==> src/rtl/exc_entry_pkg.sv <==
package exc_entry_pkg;
   localparam int unsigned NSRC = 6;

   typedef enum logic [2:0] {
      SRC_RST = 3'd0,
      SRC_MCK = 3'd1,
      SRC_ALN = 3'd2,
      SRC_FPU = 3'd3,
      SRC_EXT = 3'd4,
      SRC_DEC = 3'd5
   } exc_src_e;

   localparam int MSR_XEN = 0;
   localparam int MSR_USR = 1;
   localparam int MSR_HIT = 2;
   localparam int MSR_ITR = 3;
   localparam int MSR_DTR = 4;
   localparam int MSR_RCV = 5;
   localparam int MSR_LEN = 6;
   localparam int MSR_MIN_W = 7;
endpackage

==> src/rtl/exc_prio_select.sv <==
module exc_prio_select #(
   parameter int unsigned N = 6
) (
   input  logic [N-1:0] req,
   output logic [N-1:0] gnt,
   output logic         any
);
   generate
      if (N < 1) begin : g_bad_n
         $error("exc_prio_select: N must be at least 1");
      end
      for (genvar i = 0; i < N; i++) begin : g_lane
         if (i == 0) begin : g_top
            assign gnt[i] = req[i];
         end else begin : g_rest
            assign gnt[i] = req[i] & ~(|req[i-1:0]);
         end
      end
   endgenerate

   assign any = |req;
endmodule

==> src/rtl/exc_vector_gen.sv <==
module exc_vector_gen #(
   parameter int unsigned          ADDR_W     = 32,
   parameter int unsigned          VEC_COUNT  = 32,
   parameter int unsigned          STRIDE_LG2 = 8,
   parameter logic [ADDR_W-1:0]    LOW_BASE   = '0,
   parameter logic [ADDR_W-1:0]    HIGH_BASE  = 32'hFFF0_0000
) (
   input  logic                          hi_sel,
   input  logic [$clog2(VEC_COUNT)-1:0]  idx,
   output logic [ADDR_W-1:0]             addr
);
   localparam int unsigned IDX_W  = $clog2(VEC_COUNT);
   localparam int unsigned SPAN_W = IDX_W + STRIDE_LG2;
   localparam logic [ADDR_W-1:0] SPAN_MASK = ADDR_W'((64'd1 << SPAN_W) - 64'd1);
   localparam bit BASES_ALIGNED =
      ((LOW_BASE & SPAN_MASK) == '0) && ((HIGH_BASE & SPAN_MASK) == '0);

   logic [ADDR_W-1:0] base;
   logic [ADDR_W-1:0] offset;

   assign base   = hi_sel ? HIGH_BASE : LOW_BASE;
   assign offset = ADDR_W'(idx) << STRIDE_LG2;

   generate
      if (SPAN_W > ADDR_W) begin : g_bad_span
         $error("exc_vector_gen: table span exceeds address width");
      end
      if (BASES_ALIGNED) begin : g_or_join
         assign addr = base | offset;
      end else begin : g_add_join
         assign addr = base + offset;
      end
   endgenerate
endmodule

==> src/rtl/exc_state_regs.sv <==
module exc_state_regs
   import exc_entry_pkg::*;
#(
   parameter int unsigned ADDR_W = 32,
   parameter int unsigned MSR_W  = 8
) (
   input  logic              clk,
   input  logic              rst_n,
   input  logic              take,
   input  logic              ret,
   input  logic              ld,
   input  logic [MSR_W-1:0]  ld_val,
   input  logic [ADDR_W-1:0] pc,
   output logic [MSR_W-1:0]  msr_q,
   output logic [ADDR_W-1:0] srr0_q,
   output logic [MSR_W-1:0]  srr1_q
);
   localparam logic [MSR_W-1:0] ENTRY_KEEP =
      ~((MSR_W'(1) << MSR_XEN) | (MSR_W'(1) << MSR_USR));

   logic [MSR_W-1:0] msr_d;

   generate
      if (MSR_W < MSR_MIN_W) begin : g_bad_msr
         $error("exc_state_regs: machine state word too narrow");
      end
   endgenerate

   always_comb begin
      if (take)      msr_d = msr_q & ENTRY_KEEP;
      else if (ret)  msr_d = srr1_q;
      else if (ld)   msr_d = ld_val;
      else           msr_d = msr_q;
   end

   always_ff @(posedge clk or negedge rst_n) begin
      if (!rst_n) begin
         msr_q  <= '0;
         srr0_q <= '0;
         srr1_q <= '0;
      end else begin
         msr_q <= msr_d;
         if (take) begin
            srr0_q <= pc;
            srr1_q <= msr_q;
         end
      end
   end
endmodule

==> src/rtl/exc_entry_unit.sv <==
module exc_entry_unit
   import exc_entry_pkg::*;
#(
   parameter int unsigned       ADDR_W     = 32,
   parameter int unsigned       MSR_W      = 8,
   parameter int unsigned       VEC_COUNT  = 32,
   parameter int unsigned       STRIDE_LG2 = 8,
   parameter logic [ADDR_W-1:0] HIGH_BASE  = 32'hFFF0_0000,
   parameter int unsigned       IDX_RST    = 1,
   parameter int unsigned       IDX_MCK    = 2,
   parameter int unsigned       IDX_ALN    = 6,
   parameter int unsigned       IDX_FPU    = 8,
   parameter int unsigned       IDX_EXT    = 5,
   parameter int unsigned       IDX_DEC    = 9
) (
   input  logic                          clk,
   input  logic                          rst_n,
   input  logic                          req_sysrst,
   input  logic                          req_mcheck,
   input  logic                          ins_valid,
   input  logic                          flag_align,
   input  logic                          flag_fp,
   input  logic                          req_ext,
   input  logic                          req_dec,
   input  logic [ADDR_W-1:0]             cur_pc,
   input  logic                          ret_pulse,
   input  logic                          msr_load,
   input  logic [MSR_W-1:0]              msr_load_val,
   output logic                          redirect,
   output logic [ADDR_W-1:0]             redirect_pc,
   output logic [$clog2(VEC_COUNT)-1:0]  cause_idx,
   output logic [MSR_W-1:0]              msr_q,
   output logic [ADDR_W-1:0]             srr0_q,
   output logic [MSR_W-1:0]              srr1_q
);
   localparam int unsigned IDX_W = $clog2(VEC_COUNT);

   function automatic logic [IDX_W-1:0] slot_of(input int unsigned s);
      case (s)
         SRC_RST: slot_of = IDX_W'(IDX_RST);
         SRC_MCK: slot_of = IDX_W'(IDX_MCK);
         SRC_ALN: slot_of = IDX_W'(IDX_ALN);
         SRC_FPU: slot_of = IDX_W'(IDX_FPU);
         SRC_EXT: slot_of = IDX_W'(IDX_EXT);
         default: slot_of = IDX_W'(IDX_DEC);
      endcase
   endfunction

   generate
      if (IDX_RST == 0 || IDX_MCK == 0 || IDX_ALN == 0 ||
          IDX_FPU == 0 || IDX_EXT == 0 || IDX_DEC == 0) begin : g_bad_zero
         $error("exc_entry_unit: slot 0 is reserved for returns");
      end
      if (IDX_RST >= VEC_COUNT || IDX_MCK >= VEC_COUNT || IDX_ALN >= VEC_COUNT ||
          IDX_FPU >= VEC_COUNT || IDX_EXT >= VEC_COUNT || IDX_DEC >= VEC_COUNT) begin : g_bad_idx
         $error("exc_entry_unit: slot number outside the table");
      end
      if ((1 << IDX_W) != VEC_COUNT) begin : g_bad_cnt
         $error("exc_entry_unit: table size must be a power of two");
      end
   endgenerate

   logic [NSRC-1:0]   req_vec;
   logic [NSRC-1:0]   gnt_vec;
   logic              take;
   logic              do_ret;
   logic [IDX_W-1:0]  slot;
   logic [ADDR_W-1:0] vec_addr;
   logic              ext_en;

   assign ext_en = msr_q[MSR_XEN];

   always_comb begin
      req_vec          = '0;
      req_vec[SRC_RST] = req_sysrst;
      req_vec[SRC_MCK] = req_mcheck;
      req_vec[SRC_ALN] = ins_valid & flag_align;
      req_vec[SRC_FPU] = ins_valid & flag_fp;
      req_vec[SRC_EXT] = ext_en & req_ext;
      req_vec[SRC_DEC] = ext_en & req_dec;
   end

   exc_prio_select #(.N(NSRC)) u_prio (
      .req (req_vec),
      .gnt (gnt_vec),
      .any (take)
   );

   always_comb begin
      slot = '0;
      for (int s = 0; s < int'(NSRC); s++) begin
         if (gnt_vec[s]) slot = slot | slot_of(s);
      end
   end

   exc_vector_gen #(
      .ADDR_W     (ADDR_W),
      .VEC_COUNT  (VEC_COUNT),
      .STRIDE_LG2 (STRIDE_LG2),
      .LOW_BASE   ('0),
      .HIGH_BASE  (HIGH_BASE)
   ) u_vec (
      .hi_sel (msr_q[MSR_HIT]),
      .idx    (slot),
      .addr   (vec_addr)
   );

   assign do_ret = ret_pulse & ~take;

   exc_state_regs #(
      .ADDR_W (ADDR_W),
      .MSR_W  (MSR_W)
   ) u_state (
      .clk    (clk),
      .rst_n  (rst_n),
      .take   (take),
      .ret    (do_ret),
      .ld     (msr_load),
      .ld_val (msr_load_val),
      .pc     (cur_pc),
      .msr_q  (msr_q),
      .srr0_q (srr0_q),
      .srr1_q (srr1_q)
   );

   always_comb begin
      redirect    = take | do_ret;
      cause_idx   = take ? slot : '0;
      if (take)        redirect_pc = vec_addr;
      else if (do_ret) redirect_pc = srr0_q;
      else             redirect_pc = '0;
   end
endmodule

==> config.mk <==
export PLATFORM = sky130hd
export DESIGN_NAME = exc_entry_unit
export DESIGN_NICKNAME = d
export VERILOG_FILES = /design/src/rtl/exc_entry_pkg.sv /design/src/rtl/exc_prio_select.sv /design/src/rtl/exc_vector_gen.sv /design/src/rtl/exc_state_regs.sv /design/src/rtl/exc_entry_unit.sv
export SDC_FILE = /design/constraint.sdc
export NUM_CORES = 1
export LEC_CHECK = 0
export BUFFER_PORTS_ARGS = -buffer_cell sky130_fd_sc_hd__buf_4
export CAP_MARGIN = 40
export CORE_MARGIN = 2
export CORE_UTILIZATION = 33
export CTS_CLUSTER_SIZE = 10
export DETAILED_ROUTE_END_ITERATION = 7
export HOLD_SLACK_MARGIN = 0.05
export PLACE_DENSITY_LB_ADDON = 0.2
export SLEW_MARGIN = 20
export SYNTH_ARGS = -nofsm -noshare
export SYNTH_HDL_FRONTEND = slang
export SYNTH_SLANG_ARGS = --single-unit
==> constraint.sdc <==
create_clock -name clk -period 4 [get_ports clk]
set_clock_uncertainty 0.1 [all_clocks]
set_input_delay 0.8 -clock clk [delete_from_list [all_inputs] [get_ports clk]]
set_output_delay 0.8 -clock clk [all_outputs]
set_load 0.1 [all_outputs]
==> results of run 1 <==
==> cells in the mapped netlist <==
master	count	area [um2]
o21a_1	2	15.01
inv_1	2	7.510
buf_2	6	30.03
and2_1	16	100.1
a21o_2	3	26.28
nand3b_1	1	7.510
dfrtp_1	48	1201
o21ai_1	1	5.000
buf_6	2	22.52
mux2_2	41	461.7
clkbuf_1	3	11.26
mux2i_1	2	20.02
o21ai_2	1	8.760
conb_1	1	3.750
nand3_2	1	10.01
nor2_1	11	41.29
a221oi_1	1	8.760
nor3b_1	1	7.510
a32oi_1	1	8.760
a21oi_1	7	35.03
buf_1	1	3.750
o2bb2ai_1	1	8.760
buf_4	2	15.01
nor2b_1	5	31.28
nand2b_1	1	6.260
nor3_1	1	5.000
o31a_1	1	8.760
o22a_1	6	52.55
nand2_1	1	3.750
o31ai_1	1	7.510
a21o_1	13	97.59
and4_1	1	8.760
nor4_4	1	21.27
or2_1	1	6.260
==> per-layer routing <==
metal	vias to the layer above	part of all wire	global-route usage
met5	-	0	0
met4	0	0.0098	0.04196
met3	5	0.069	0.03864
met2	68	0.50	0.2576
met1	922	0.42	0.1962
li1	919	-	-
==> final cells by class <==
class                      instances  share of cell area
clock buffer                       6             0.02366
timing repair buffer             137              0.2946
multi-input combinational        123              0.2971
tap                               96             0.03441
sequential                        48              0.3441
clock inverter                     2            0.003943
inverter                           2            0.002151
==> through the flow <==
stage                     instances    util  instance area (um2)  setup WS, ns
after floorplan                 187       -                 2328       -0.1855
after global placement          406  0.4996                 3395        0.8788
after detailed placement        406  0.4996                 3395        0.8551
after CTS                       414  0.5138                 3491        0.8529
after global routing            414  0.5138                 3491        0.7771
final                           414  0.5138                 3491        0.8445
==> critical path, stage by stage <==
cell	delay, ns
buf_4	0.13
or2_1	0.32
o31a_1	0.51
a21o_2	0.26
buf_4	0.22
==> cell families after synthesis <==
family                 Yosys count  synth area share
flip-flops                      48            0.5203
multiplexers                    43            0.2087
AND/OR/NAND/NOR                 41            0.1079
AO/OA/AOI/OAI                   38            0.1225
buffers and inverters           16           0.03902
other                            1          0.001624
==> registers in the layout, indices dropped and copies added, names as in the netlist <==
register,count
u_state.srr1_q,8
u_state.msr_q,8
u_state.srr0_q,32
==> worst paths after layout <==
check | end | cells past startpoint
max | redirect_pc[20] | 5
min | u_state.srr0_q[18]$_DFFE_PN0P_ | 1
max reg2reg | u_state.srr0_q[6]$_DFFE_PN0P_ | 4
min reg2reg | u_state.srr0_q[14]$_DFFE_PN0P_ | 1
max in group asynchronous | u_state.srr0_q[12]$_DFFE_PN0P_ | 1
min in group clk | u_state.srr0_q[14]$_DFFE_PN0P_ | 1
==> power breakdown <==
group	switching (mW)	internal, mW
sequential	0.0467	0.544
combinational	0.853	0.238
clock	0.167	0.142
total	1.07	0.924
==> results.json, run 1 <==
{
  "peakVddDrop_mv": 0.3936,
  "hold_path_class": "input pin to async pin",
  "endpoint_kind": "output pin",
  "cts_max_path_buffers": 2,
  "cts_resized": 0,
  "wl_mm": 5.827,
  "drt-initial-drc-count": 65,
  "synth_area_per_cell_um2": 12.34,
  "area_growth_pct": 51.22,
  "seq_area_um2": 1201,
  "antenna_cells": 0,
  "p_leak_nw": 1.718,
  "powerDensity_nw_per_um2": 570.5,
  "drv_cap": 0,
  "tightest_slew_ns": 0.6103,
  "cts_tree": "yes",
  "p_total_mw": 1.992,
  "post_cts_buffers": 0,
  "worstReg2RegStart": "u_state.msr_q[0]$_DFFE_PN0P_",
  "critPathKind": "input pin to output pin",
  "route.antenna.remaining_nets": 0,
  "ys_warn_count": 0,
  "h-tree-depth": 2,
  "fin_crit_ns": 3.156,
  "grt_antenna_before_repair": 0,
  "portBuffers": 135,
  "layout_common_cells": "buf_4, dfrtp_1, mux2_2",
  "synth_area_um2": 2308,
  "cp_max_fo": 13,
  "insertion_delay_ns": 0.30,
  "start_util": 0.3398,
  "synth-seq-cells": 48,
  "finalHoldViolCount": 0,
  "synth_fp_nets": 238,
  "tns_ns": 0,
  "grtUsageTotal": 0.1530,
  "final_common_cell": "buf_4",
  "core-area_um2": 6794,
  "row_count": 30,
  "start_kind": "input pin",
  "max_freq_ghz": 0.3169,
  "root_buffer": "clkbuf_8",
  "max-slew-margin-rel": 0.5932,
  "num_vias": 1914,
  "hold_slack_ns": 0.3997,
  "wire_per_inst_um": 14.07,
  "die_x_um": 87.64,
  "holdBufCountCts": 0,
  "cp.arrival_ns": 2.26,
  "period_share": 0.7889,
  "drtPass1Iterations": 4,
  "nFillCells": 627,
  "layout-drive-gt1-share": 0.6101,
  "r2r_setup_slack_ns": 2.14,
  "cts.sinks": 48,
  "synthDistinctLibCells": 34,
  "status": "finished, final reports clean",
  "required_ns": 3.10,
  "io_pins": 137,
  "grt_pass1_vias": 1863,
  "ys_seq_area_frac": 0.5203,
  "routabilityCongestion": 0.7645,
  "hpwl_mm": 4.267,
  "cts_made_buffers": 5,
  "die-area_um2": 7681,
  "final-max-slew-violation-count": 0,
  "chipHeight_um": 87.64,
  "grt-ovfl-total": 0,
  "clkTransAtPathRegs_ns": 0.09,
  "setup_viol": 0,
  "crit_path_start": "req_mcheck",
  "grt_max_degree": 49,
  "drc": 0,
  "vias_per_cell": 4.623,
  "grt_pass1_wl_mm": 9.177,
  "rsz0062_at_grt": "false",
  "final_nets": 368,
  "multi_input_area_um2": 1037,
  "syn_inst": 187
}
Note: power is estimated with default switching activity, not from simulation.
==> inputs of run 2 (changes only) <==
==> constraint.sdc (replaced) <==
create_clock -name clk -period 2.9 [get_ports clk]
set_clock_uncertainty 0.1 [all_clocks]
set_input_delay 0.58 -clock clk [delete_from_list [all_inputs] [get_ports clk]]
set_output_delay 0.58 -clock clk [all_outputs]
set_load 0.1 [all_outputs]
==> results.json, run 2 (same netlist as run 1, synthesis figures left out) <==
{
  "period_share": 0.9161,
  "setup_viol": 0,
  "nFillCells": 629,
  "wl_mm": 5.895,
  "grtUsageTotal": 0.1563,
  "cts_max_path_buffers": 2,
  "hpwl_mm": 4.504,
  "setup_ws_ns": 0.2435,
  "root_buffer": "clkbuf_8",
  "holdBufCountCts": 0,
  "endpoint_kind": "output pin",
  "layout_common_cells": "buf_4, dfrtp_1, mux2_2",
  "largest_reg_flops": 32,
  "max_freq_ghz": 0.3764,
  "die-area_um2": 7681,
  "p_total_mw": 2.740,
  "p_leak_nw": 1.737,
  "r2r-end": "u_state.srr0_q[10]$_DFFE_PN0P_",
  "cp.arrival_ns": 1.98,
  "max-slew-margin-rel": 0.6007,
  "status": "finished, final reports clean",
  "finalHoldViolCount": 0,
  "core-area_um2": 6794,
  "routabilityCongestion": 0.7397,
  "start_util": 0.3398,
  "antenna_cells": 0,
  "chipHeight_um": 87.64,
  "drv_cap": 0,
  "io_pins": 137,
  "tightest_slew_ns": 0.5989,
  "row_count": 30,
  "worstReg2RegStart": "u_state.msr_q[0]$_DFFE_PN0P_",
  "final_common_cell": "buf_4",
  "critPathKind": "input pin to output pin",
  "wire_per_inst_um": 14.10,
  "drtPass1Iterations": 4,
  "cts_tree": "yes",
  "final_nets": 372,
  "cts_resized": 0,
  "required_ns": 2.22,
  "cp_max_fo": 13,
  "seq_area_um2": 1202,
  "largest_register": "u_state.srr0_q",
  "ff2ff_path_depth": 4,
  "fin_crit_ns": 2.657,
  "grt_pass1_wl_mm": 9.453,
  "crit_path_start": "ins_valid",
  "powerDensity_nw_per_um2": 769.3,
  "hold_path_class": "input pin to async pin",
  "layout-drive-gt1-share": 0.6273,
  "rsz0062_at_grt": "false",
  "worstSetupEndpoint": "redirect_pc[20]",
  "drt-initial-drc-count": 58,
  "postLayoutCellArea_um2": 3562,
  "peakVddDrop_mv": 0.5255,
  "post_cts_buffers": 0,
  "final-max-slew-violation-count": 0,
  "grt_pass1_vias": 1905,
  "vias_per_cell": 4.660,
  "area_growth_pct": 54.31,
  "r2r_setup_slack_ns": 1.31,
  "place_area_um2": 3468,
  "grt-ovfl-total": 0,
  "grt_antenna_before_repair": 0,
  "h-tree-depth": 2,
  "num_vias": 1948,
  "route.antenna.remaining_nets": 0,
  "cts_made_buffers": 5,
  "clkTransAtPathRegs_ns": 0.08,
  "grt_max_degree": 49,
  "drc": 0,
  "top_regs": "u_state.srr0_q (32), u_state.msr_q (8), u_state.srr1_q (8)",
  "insertion_delay_ns": 0.29,
  "portBuffers": 135,
  "dp_slack_ns": 0.2460,
  "cts.sinks": 48,
  "multi_input_area_um2": 1067,
  "start_kind": "input pin",
  "die_x_um": 87.64
}
-- run 2: area by class of cell --
| type | count | area share |
|---|---|---|
| Timing Repair Buffer | 141 | 0.3007 |
| Clock inverter | 1 | 0.002107 |
| Clock buffer | 7 | 0.02424 |
| Inverter | 2 | 0.002107 |
| Tap cell | 96 | 0.03372 |
| Sequential cell | 48 | 0.3375 |
| Multi-Input combinational cell | 123 | 0.2996 |
-- run 2: metal layers --
layer,vias up,GRT usage,routed length (um)
li1,925,-,-
met1,937,0.2079,2520
met2,80,0.2576,2928
met3,6,0.04147,401
met4,0,0.03357,45
met5,-,0,0
-- run 2: worst min-delay path by stage --
stage | start | end | slack, ns
2_1_floorplan | rst_n | u_state.msr_q[0]$_DFFE_PN0P_ | 0.18
3_3_place_gp | u_state.srr0_q[1]$_DFFE_PN0P_ | u_state.srr0_q[1]$_DFFE_PN0P_ | 0.41
3_5_place_dp | u_state.srr1_q[2]$_DFFE_PN0P_ | u_state.srr1_q[2]$_DFFE_PN0P_ | 0.41
4_1_cts | rst_n | u_state.srr0_q[23]$_DFFE_PN0P_ | 0.21
5_1_grt | rst_n | u_state.srr0_q[18]$_DFFE_PN0P_ | 0.22
6_report | rst_n | u_state.srr0_q[18]$_DFFE_PN0P_ | 0.19
-- run 2: worst max-delay path, cell delays in order --
cell	delay [ns]
buf_4	0.12
o21a_1	0.29
o31a_1	0.54
a21o_2	0.16
buf_4	0.28
-- run 2: power by group --
| part | total, mW | switching [mW] | internal [mW] |
|---|---|---|---|
| clock network | 0.407 | 0.213 | 0.194 |
| registers | 0.818 | 0.0675 | 0.751 |
| logic | 1.52 | 1.18 | 0.334 |
-- run 2: stage by stage --
step | hold WS [ns] | setup TNS, ns | instances | util
finish | 0.1879 | 0 | 418 | 0.5243
global route | 0.2220 | 0 | 418 | 0.5243
CTS | 0.2106 | 0 | 418 | 0.5243
detailed placement | 0.4140 | 0 | 410 | 0.5105
global placement | 0.4097 | 0 | 410 | 0.5105
floorplan | 0.1844 | -0.3526 | 187 | -
